$ cat src/rtl/div_pkg.sv
package div_pkg;
  typedef enum logic [1:0] {
    ST_IDLE      = 2'd0,
    ST_SHIFT_SUB = 2'd1,
    ST_RESTORE   = 2'd2,
    ST_DONE      = 2'd3
  } div_state_e;
endpackage

$ cat src/rtl/div_addsub.sv
// Ripple add/subtract: sum = a + b, or a - b when sub_i is set.
module div_addsub #(
  parameter int N = 5
) (
  input  logic [N-1:0] a_i,
  input  logic [N-1:0] b_i,
  input  logic         sub_i,
  output logic [N-1:0] sum_o
);
  logic [N-1:0] bx;
  logic [N-1:0] c;

  assign bx   = b_i ^ {N{sub_i}};
  assign c[0] = sub_i;

  for (genvar i = 0; i < N; i++) begin : g_bit
    assign sum_o[i] = a_i[i] ^ bx[i] ^ c[i];
    if (i < N - 1) begin : g_carry
      assign c[i+1] = (a_i[i] & bx[i]) | (c[i] & (a_i[i] ^ bx[i]));
    end
  end
endmodule

$ cat src/rtl/div_ctrl.sv
module div_ctrl
  import div_pkg::*;
#(
  parameter int WIDTH = 4
) (
  input  logic       clk_i,
  input  logic       rst_ni,
  input  logic       start_i,
  input  logic       divisor_zero_i,
  output div_state_e state_o,
  output logic       load_o,
  output logic       load_zero_o,
  output logic       shift_sub_o,
  output logic       restore_o,
  output logic       done_o,
  output logic       div_zero_o
);
  localparam int CNT_W = $clog2(WIDTH + 1);
  localparam logic [CNT_W-1:0] LAST = CNT_W'(WIDTH - 1);

  div_state_e       state_q, state_d;
  logic [CNT_W-1:0] cnt_q;
  logic             dz_q;
  logic             accept;

  assign accept = start_i && (state_q == ST_IDLE);

  always_comb begin
    state_d = state_q;
    unique case (state_q)
      ST_IDLE:      if (accept) state_d = divisor_zero_i ? ST_DONE : ST_SHIFT_SUB;
      ST_SHIFT_SUB: state_d = ST_RESTORE;
      ST_RESTORE:   state_d = (cnt_q == LAST) ? ST_DONE : ST_SHIFT_SUB;
      ST_DONE:      state_d = ST_IDLE;
      default:      state_d = ST_IDLE;
    endcase
  end

  always_ff @(posedge clk_i or negedge rst_ni) begin
    if (!rst_ni) begin
      state_q <= ST_IDLE;
      cnt_q   <= '0;
      dz_q    <= 1'b0;
    end else begin
      state_q <= state_d;
      if (accept) begin
        cnt_q <= '0;
        dz_q  <= divisor_zero_i;
      end else if (state_q == ST_RESTORE) begin
        cnt_q <= cnt_q + 1'b1;
      end
    end
  end

  assign state_o     = state_q;
  assign load_o      = accept && !divisor_zero_i;
  assign load_zero_o = accept && divisor_zero_i;
  assign shift_sub_o = (state_q == ST_SHIFT_SUB);
  assign restore_o   = (state_q == ST_RESTORE);
  assign done_o      = (state_q == ST_DONE);
  assign div_zero_o  = dz_q;
endmodule

$ cat src/rtl/div_datapath.sv
module div_datapath #(
  parameter int WIDTH = 4
) (
  input  logic             clk_i,
  input  logic             rst_ni,
  input  logic [WIDTH-1:0] dividend_i,
  input  logic [WIDTH-1:0] divisor_i,
  input  logic             load_i,
  input  logic             load_zero_i,
  input  logic             shift_sub_i,
  input  logic             restore_i,
  output logic [WIDTH-1:0] quotient_o,
  output logic [WIDTH-1:0] remainder_o
);
  localparam int AW = WIDTH + 1;

  logic [AW-1:0]    rem_q;
  logic [WIDTH-1:0] quo_q;
  logic [WIDTH-1:0] dvs_q;
  logic [AW-1:0]    shifted;
  logic [AW-1:0]    op_a;
  logic [AW-1:0]    sum;

  assign shifted = {rem_q[WIDTH-1:0], quo_q[WIDTH-1]};
  assign op_a    = shift_sub_i ? shifted : rem_q;

  // One shared adder: subtract during shift, add back during restore.
  div_addsub #(.N(AW)) i_addsub (
    .a_i   (op_a),
    .b_i   ({1'b0, dvs_q}),
    .sub_i (shift_sub_i),
    .sum_o (sum)
  );

  always_ff @(posedge clk_i or negedge rst_ni) begin
    if (!rst_ni) begin
      rem_q <= '0;
      quo_q <= '0;
      dvs_q <= '0;
    end else if (load_i) begin
      rem_q <= '0;
      quo_q <= dividend_i;
      dvs_q <= divisor_i;
    end else if (load_zero_i) begin
      rem_q <= {1'b0, dividend_i};
      quo_q <= '1;
      dvs_q <= divisor_i;
    end else if (shift_sub_i) begin
      rem_q <= sum;
      quo_q <= quo_q << 1;
    end else if (restore_i) begin
      if (rem_q[AW-1]) begin
        rem_q    <= sum;
        quo_q[0] <= 1'b0;
      end else begin
        quo_q[0] <= 1'b1;
      end
    end
  end

  assign quotient_o  = quo_q;
  assign remainder_o = rem_q[WIDTH-1:0];
endmodule

$ cat src/rtl/restoring_divider.sv
module restoring_divider
  import div_pkg::*;
#(
  parameter int WIDTH = 4
) (
  input  logic             clk_i,
  input  logic             rst_ni,
  input  logic             start_i,
  input  logic [WIDTH-1:0] dividend_i,
  input  logic [WIDTH-1:0] divisor_i,
  output logic [WIDTH-1:0] quotient_o,
  output logic [WIDTH-1:0] remainder_o,
  output logic             done_o,
  output logic             div_zero_o
);
  div_state_e state;
  logic       load, load_zero, shift_sub, restore;

  div_ctrl #(.WIDTH(WIDTH)) i_ctrl (
    .clk_i          (clk_i),
    .rst_ni         (rst_ni),
    .start_i        (start_i),
    .divisor_zero_i (divisor_i == '0),
    .state_o        (state),
    .load_o         (load),
    .load_zero_o    (load_zero),
    .shift_sub_o    (shift_sub),
    .restore_o      (restore),
    .done_o         (done_o),
    .div_zero_o     (div_zero_o)
  );

  div_datapath #(.WIDTH(WIDTH)) i_datapath (
    .clk_i       (clk_i),
    .rst_ni      (rst_ni),
    .dividend_i  (dividend_i),
    .divisor_i   (divisor_i),
    .load_i      (load),
    .load_zero_i (load_zero),
    .shift_sub_i (shift_sub),
    .restore_i   (restore),
    .quotient_o  (quotient_o),
    .remainder_o (remainder_o)
  );
endmodule

$ cat config.mk
export PLATFORM = sky130hd
export DESIGN_NAME = restoring_divider
export DESIGN_NICKNAME = d
export VERILOG_FILES = /design/src/rtl/div_pkg.sv /design/src/rtl/div_addsub.sv /design/src/rtl/div_ctrl.sv /design/src/rtl/div_datapath.sv /design/src/rtl/restoring_divider.sv
export SDC_FILE = /design/constraint.sdc
export NUM_CORES = 1
export LEC_CHECK = 0
export ABC_AREA = 1
export ABC_CLOCK_PERIOD_IN_PS = 3350
export BUFFER_PORTS_ARGS = -buffer_cell sky130_fd_sc_hd__buf_2
export CAP_MARGIN = 20
export CORE_MARGIN = 2
export CORE_UTILIZATION = 40
export DETAILED_ROUTE_END_ITERATION = 7
export HOLD_SLACK_MARGIN = 0.02
export PLACE_DENSITY_LB_ADDON = 0.1
export SYNTH_ARGS = -nofsm -noshare
export SYNTH_HDL_FRONTEND = slang
export SYNTH_SLANG_ARGS = --single-unit
export TNS_END_PERCENT = 5
$ cat constraint.sdc
create_clock -name clk_i -period 3.35 [get_ports clk_i]
set_input_delay 0.67 -clock clk_i [delete_from_list [all_inputs] [get_ports clk_i]]
set_output_delay 0.67 -clock clk_i [all_outputs]
set_load 0.01 [all_outputs]
==> summary.md, run 1 <==
| Metric | Value |
|---|---|
| Status | `completed` |
| Inst Count DP | `196` |
| Synthesized net count | `173` |
| # DRC | `0` |
| Root Driver | `clkbuf_4` |
| DRT iter0 DRCs | `25` |
| CP max stage delay | `0.49 ns` |
| Worst vdd ir | `0.363 mV` |
| Synth warn | `0` |
| Critical path, cell by cell | `inv_1 > ha_1 > nand2_1 > nand3_1 > o21ai_0 > fa_1 > fa_1 > fa_1 > nand3b_1 > nand2_1 > nor2_1 > nor2_1` |
| Layout Skew | `0.00947 ns` |
| Total CTS buffers | `3` |
| Nets | `190` |
| GRT Resource Usage Total | `16.0%` |
| Worst Hold Class | `primary input to async pin` |
| Layout cell share with drive strength beyond 1 | `18.6%` |
| CTS tree | `built` |
| Power, Total | `1.47 mW` |
| Psw | `691 uW` |
| Post-Syn Instances | `151` |
| Reg2reg path depth | `12` |
| Die Wd | `59.7 um` |
| DR pass1 iterations | `4` |
| Sequential fraction of the synthesis area | `38.3%` |
| Crit end category | `flip-flop` |
| Clock share of power | `8.2%` |
| Via count | `970` |
| Final Hold Viols | `0` |
| Critical path origin | `i_ctrl.state_o[1]$_DFFE_PN0P_` |
| Average size of a mapped cell | `8.22 um2` |
| First-pass GRT wire length | `4.20 mm` |
| Final Non-Filler Cells | `200` |
| I/O pin cnt | `21` |
| RSZ-0062 raised after global routing | `false` |
| Starting Density | `41.3%` |
| Max Fclk | `347 MHz` |
| Vias in the first global route | `920` |
| Hold Buf Count CTS | `0` |
| Worst r2r src | `i_ctrl.state_o[1]$_DFFE_PN0P_` |
| Avg WL per Cell | `12.7 um` |
| Inserted Diodes | `0` |
| Final core occ | `44.6%` |
| Pre-CTS setup slack | `0.476 ns` |
| Post_cts resized | `0` |
| Die Y | `59.7 um` |
| # rows | `20` |
| Pleak | `0.711 nW` |
| Clk Latency, worst-skew pair | `0.30 ns` |
| Htree depth | `1` |
| Setup CP Type | `flip-flop to flip-flop` |
| Initial antenna violation count | `0` |
| Yosys top cell area share | `38.3%` |
| Slew Limit Fails | `0` |
| Actual slew at the worst max-slew pin | `0.435 ns` |
| Sw Ratio | `46.9%` |
| Dpl hpwl | `1.97 mm` |
| Total gr overflow | `0` |
| Largest net degree at the start of global routing | `20` |
| Setup crit start kind | `flip-flop` |
| Fin crit period | `2.88 ns` |
| CORE AREA | `3000 um2` |
| Synth top area cells | `dfrtp_1 38%, nand2_1 10%, ha_1 8.1%, nor2_1 6.7%, fa_1 4.8%` |
| Routability cong. | `0.765` |
| Largest area contributor in the netlist | `dfrtp_1` |
| Final ANT Viol Nets | `0` |
| Mapped cell area | `1240 um2` |
| PortBufs | `20` |
| # Max-Cap Violations | `0` |
| Fin crit share | `86.0%` |
| DR vias/cell | `4.85` |
| Int Pwr | `782 uW` |
| Comb pwr share | `62.5%` |
| Full die area | `3560 um2` |
| R2r endpoint | `i_datapath.rem_q[3]$_DFFE_PN0P_` |
| Pwr dens | `1100 nW/um2` |
| Clock Path Buffers | `2` |
| Final wirelength | `2.55 mm` |
| Final setup slack of the worst path | `0.470 ns` |
| Sequential share of power | `29.4%` |
| Max-Slew Margin vs Limit | `71.0%` |
| CP Max Fanout | `8` |
| Clock transition at path regs | `0.12 ns` |
| Worst Path Arrival | `3.09 ns` |
| CP Capture Point | `i_datapath.rem_q[3]$_DFFE_PN0P_` |
| Yosys cell types | `24` |
| Critical-path cell with the highest stage delay | `fa_1` |
| Clk sinks | `19` |
| Setup Viol. Count Final | `0` |
| P&R area growth vs syn | `7.96%` |
| R2R Setup Slk | `0.47 ns` |
| Worst path most repeated cell | `fa_1` |
| Number of setup buffers added after CTS | `0` |
| Setup TNS | `0 ns` |
| Seq cells post-synth | `19` |
| Req. time, crit path | `3.56 ns` |
registers in the layout (all words and copies together) (netlist names):
| signal | cells |
|---|---|
| i_datapath.quotient_o | 4 |
| i_datapath.dvs_q | 4 |
| i_ctrl.state_o | 2 |
| i_ctrl.cnt_q | 3 |
| i_datapath.rem_q | 5 |
| i_ctrl.div_zero_o | 1 |
area by class of cell:
cell class	count	area [um2]
multi-input combinational	105	623
inverter	19	73.8
timing repair buffer	20	100
clock buffer	4	26.3
sequential	19	475
tap	33	41.3
fill	313	1660
logic make-up after synthesis:
group / Yosys count / share of synthesized area, %
and+or+nand+nor: 67 / 23.0
DFF: 19 / 38.3
buffers and inverters: 27 / 11.5
adders and majority gates: 11 / 12.9
AOI/OAI and AO/OA: 20 / 9.07
xor gates and xnor gates: 4 / 2.82
muxes: 3 / 2.42
per-stage QoR:
| stage | hold WS, ns | area [um2] |
|---|---|---|
| 3_3_place_gp | 0.462 | 1310 |
| 2_1_floorplan | 0.374 | 1240 |
| 3_5_place_dp | 0.472 | 1310 |
| 6_report | 0.287 | 1340 |
| 5_1_grt | 0.308 | 1340 |
| 4_1_cts | 0.302 | 1340 |
worst min-delay path by stage:
stage               slack (ns)                         endpoint                          start  cells past startpoint
finish                    0.29  i_datapath.rem_q[1]$_DFFE_PN0P_                         rst_ni                      1
CTS                       0.30  i_datapath.rem_q[2]$_DFFE_PN0P_                         rst_ni                      1
global placement          0.46    i_ctrl.div_zero_o$_DFFE_PN0P_  i_ctrl.div_zero_o$_DFFE_PN0P_                      2
detailed placement        0.47    i_ctrl.div_zero_o$_DFFE_PN0P_  i_ctrl.div_zero_o$_DFFE_PN0P_                      2
global route              0.31  i_datapath.rem_q[2]$_DFFE_PN0P_                         rst_ni                      1
floorplan                 0.37      i_ctrl.cnt_q[0]$_DFFE_PN0P_                         rst_ni                      0
synth_stat cells:
cell and count:
a211oi_1 1, a21oi_1 4, a21oi_2 1, buf_2 1, buf_4 4, buf_6 3, dfrtp_1 19, fa_1 3
ha_1 8, inv_1 16, inv_2 2, inv_4 1, mux2i_1 3, nand2_1 34, nand2_2 2, nand3_1 4
nand3_2 2, nand3b_1 3, nor2_1 22, o211ai_1 2, o21ai_0 10, o21ai_1 1, o22ai_1 1, xnor2_1 4
critical path: cells and delay by family (launching register included):
family | cells | cell delay (ns)
fa+ha+maj | 4 | 1.62
simple gates | 6 | 0.51
flops | 1 | 0.41
buf+inv | 1 | 0.14
compound gates | 1 | 0.11
power groups by stage:
stage,registers (mW),logic (mW),clock network (mW)
finish,0.433,0.921,0.120
global route,0.450,1.07,0.137
CTS,0.433,0.940,0.127
floorplan,0.430,0.768,0
global placement,0.437,0.904,0
detailed placement,0.440,0.934,0
layout by cell type, fill, tap and decap left out, types with 2 or more instances in the layout:
| cell type | instances |
|---|---|
| xnor2_1 | 4 |
| inv_2 | 2 |
| a21oi_1 | 4 |
| nand2_1 | 34 |
| nand3b_1 | 3 |
| dfrtp_1 | 19 |
| fa_1 | 3 |
| nand3_2 | 2 |
| mux2i_1 | 3 |
| nand3_1 | 4 |
| inv_1 | 16 |
| buf_2 | 20 |
| clkbuf_4 | 3 |
| o21ai_0 | 10 |
| nand2_2 | 2 |
| nor2_1 | 22 |
| o211ai_1 | 2 |
| ha_1 | 8 |
per-layer routing:
layer / wire [um] / global-route usage, % / vias to the layer above
met5: 0 / 0 / -
met4: 36 / 5.71 / 0
met3: 84 / 2.81 / 5
met1: 1260 / 21.9 / 443
li1: - / - / 501
met2: 1170 / 25.3 / 21
(Power assumes the default switching activity.)
==> run 2, diff against run 1 <==
- CORE_ASPECT_RATIO: not set -> 1.4
- SETUP_SLACK_MARGIN: not set -> 0.1
==> run 2 against run 1 <==
  * Count of clock-buffer cells in the layout down 1
  * Worst hold slack better by 0.056 ns
  * Die area rose by 0.18%
  * Clock power grew 36%
  * Global-route usage up 0.95 points
  * Highest routed layer unchanged
==> summary.md, run 2 (synthesis results as in run 1) <==
| Metric | Value |
|---|---|
| Status | `completed` |
| CORE AREA | `2910 um2 (-3.2%)` |
| Setup CP Type | `flip-flop to flip-flop` |
| CP Max Fanout | `8 (unchanged)` |
| Fill count | `297 (-5.1%)` |
| Crit-path leading delay family | `adder cells` |
| Final ANT Viol Nets | `0 (unchanged)` |
| Final core occ | `47.0% (+2.3 points)` |
| DR pass1 iterations | `4 (unchanged)` |
| Layout cell share with drive strength beyond 1 | `19.2% (+0.60 points)` |
| Worst r2r src | `i_ctrl.state_o[1]$_DFFE_PN0P_` |
| First-pass GRT wire length | `4.65 mm (+11%)` |
| Clk Latency, worst-skew pair | `0.26 ns (-0.04 ns)` |
| DRT iter0 DRCs | `25 (unchanged)` |
| GRT Resource Usage Total | `16.9% (+0.95 points)` |
| Inst Count DP | `200 (+2.0%)` |
| Largest Register | `i_datapath.rem_q` |
| Htree depth | `1 (unchanged)` |
| CTS tree | `built` |
| Layout Skew | `0.00196 ns (-0.00752 ns)` |
| Worst vdd ir | `0.442 mV (+22%)` |
| Crit end category | `flip-flop` |
| Setup Viol. Count Final | `0 (unchanged)` |
| Post-Layout Inst Area | `1370 um2 (+1.9%)` |
| Root Driver | `clkbuf_8` |
| # rows | `23 (+15%)` |
| P&R area growth vs syn | `9.98%` |
| Slew Limit Fails | `0 (unchanged)` |
| Setup crit start kind | `flip-flop` |
| I/O pin cnt | `21 (unchanged)` |
| Nets | `190 (unchanged)` |
| Max-Slew Margin vs Limit | `70.7% (-0.24 points)` |
| Max reg flops | `5 (unchanged)` |
| Dpl cell area | `1320 um2 (+0.38%)` |
| Fin crit period | `2.90 ns (+0.0182 ns)` |
| CP bufs+invs | `1 (unchanged)` |
| Worst Path Arrival | `3.05 ns (-0.04 ns)` |
| Starting Density | `42.7% (+1.4 points)` |
| Largest net degree at the start of global routing | `20 (unchanged)` |
| Worst Hold Class | `primary input to async pin` |
| Req. time, crit path | `3.50 ns (-0.06 ns)` |
| Routability cong. | `0.837 (+9.5%)` |
| Clk sinks | `19 (unchanged)` |
| # DRC | `0 (unchanged)` |
| Critical-path cell with the highest stage delay | `fa_1` |
| Dpl hpwl | `2.08 mm (+5.3%)` |
| Inserted Diodes | `0 (unchanged)` |
| Critical path origin | `i_ctrl.state_o[1]$_DFFE_PN0P_` |
| Via count | `994 (+2.5%)` |
| Full die area | `3570 um2 (+0.18%)` |
| Avg WL per Cell | `13.0 um (+2.2%)` |
| Fin crit share | `86.5% (+0.54 points)` |
| Commonest non-fill, non-tap cells in the layout | `34 x nand2_1, 22 x nor2_1, 20 x buf_2, 19 x dfrtp_1, 16 x inv_1` |
| Critical path, cell by cell | `inv_1 > ha_1 > nand2_1 > nand3_1 > o21ai_0 > fa_1 > fa_1 > fa_1 > nand3b_1 > nand2_1 > nor2_1 > nor2_1` |
| Clock Path Buffers | `2 (unchanged)` |
| Commonest non-fill, non-tap cell in the layout | `nand2_1` |
| Clock transition at path regs | `0.07 ns (-0.05 ns)` |
| Worst path most repeated cell | `fa_1` |
| Die Y | `69.9 um (+17%)` |
| Vias in the first global route | `996 (+8.3%)` |
| CP max stage delay | `0.48 ns (about the same)` |
| Final wirelength | `2.66 mm (+4.3%)` |
| DR vias/cell | `4.87 (+0.46%)` |
| Setup TNS | `0 ns (unchanged)` |
| Actual slew at the worst max-slew pin | `0.439 ns (+0.00366 ns)` |
| Post_cts resized | `0 (unchanged)` |
| Pleak | `0.722 nW (+1.5%)` |
| Die Wd | `51.1 um (-14%)` |
| Total gr overflow | `0 (unchanged)` |
| # Max-Cap Violations | `0 (unchanged)` |
| Initial antenna violation count | `0 (unchanged)` |
| Number of setup buffers added after CTS | `0 (unchanged)` |
| Total CTS buffers | `3 (unchanged)` |
| Hold Buf Count CTS | `0 (unchanged)` |
| Pwr dens | `1110 nW/um2 (+0.89%)` |
| Power, Total | `1.51 mW (+2.8%)` |
| RSZ-0062 raised after global routing | `false` |
| Max Fclk | `345 MHz (-0.63%)` |
| Final Hold Viols | `0 (unchanged)` |
| Final Non-Filler Cells | `204 (+2.0%)` |
| PortBufs | `20 (unchanged)` |
==> run 2: layout make-up <==
class	count	area (um2)	area share [%]
Clock buffer	3	41.3	3.02
Clock inverter	1	5.00	0.367
Inverter	19	73.8	5.41
Multi-Input combinational cell	105	623	45.6
Sequential cell	19	475	34.8
Tap cell	37	46.3	3.39
Timing Repair Buffer	20	100	7.33
==> run 2: worst paths after layout <==
check	to	slack (ns)	cells after the start
hold reg to reg	i_ctrl.div_zero_o$_DFFE_PN0P_	0.50	2
max in group asynchronous	i_datapath.quotient_o[1]$_DFFE_PN0P_	2.70	1
min in group clk_i	i_ctrl.div_zero_o$_DFFE_PN0P_	0.50	2
setup / recovery	i_datapath.rem_q[3]$_DFFE_PN0P_	0.45	12
setup reg to reg	i_datapath.rem_q[3]$_DFFE_PN0P_	0.45	12
hold / removal	i_datapath.rem_q[2]$_DFFE_PN0P_	0.34	1
==> run 2: where the power goes <==
part / switching (mW) / total, mW / internal (mW) / leakage (nW)
clock: 0.0806 / 0.163 / 0.0828 / 0.0255
sequential: 0.0924 / 0.438 / 0.346 / 0.233
combinational: 0.530 / 0.913 / 0.383 / 0.463
total: 0.703 / 1.51 / 0.812 / 0.722
==> run 2: per-layer routing <==
layer	global-route usage (%)	vias up	wire length [um]
met5	0	-	0
met4	4.50	0	35
met3	2.78	5	91
met2	27.6	16	1320
met1	23.0	470	1200
li1	-	503	-
==> run 2: stage by stage <==
| step | hold WS [ns] | setup slack [ns] |
|---|---|---|
| 6_report | 0.342 | 0.452 |
| 5_1_grt | 0.377 | 0.210 |
| 4_1_cts | 0.359 | 0.449 |
| 3_5_place_dp | 0.485 | 0.464 |
| 3_3_place_gp | 0.464 | 0.535 |
| 2_1_floorplan | 0.374 | 0.715 |
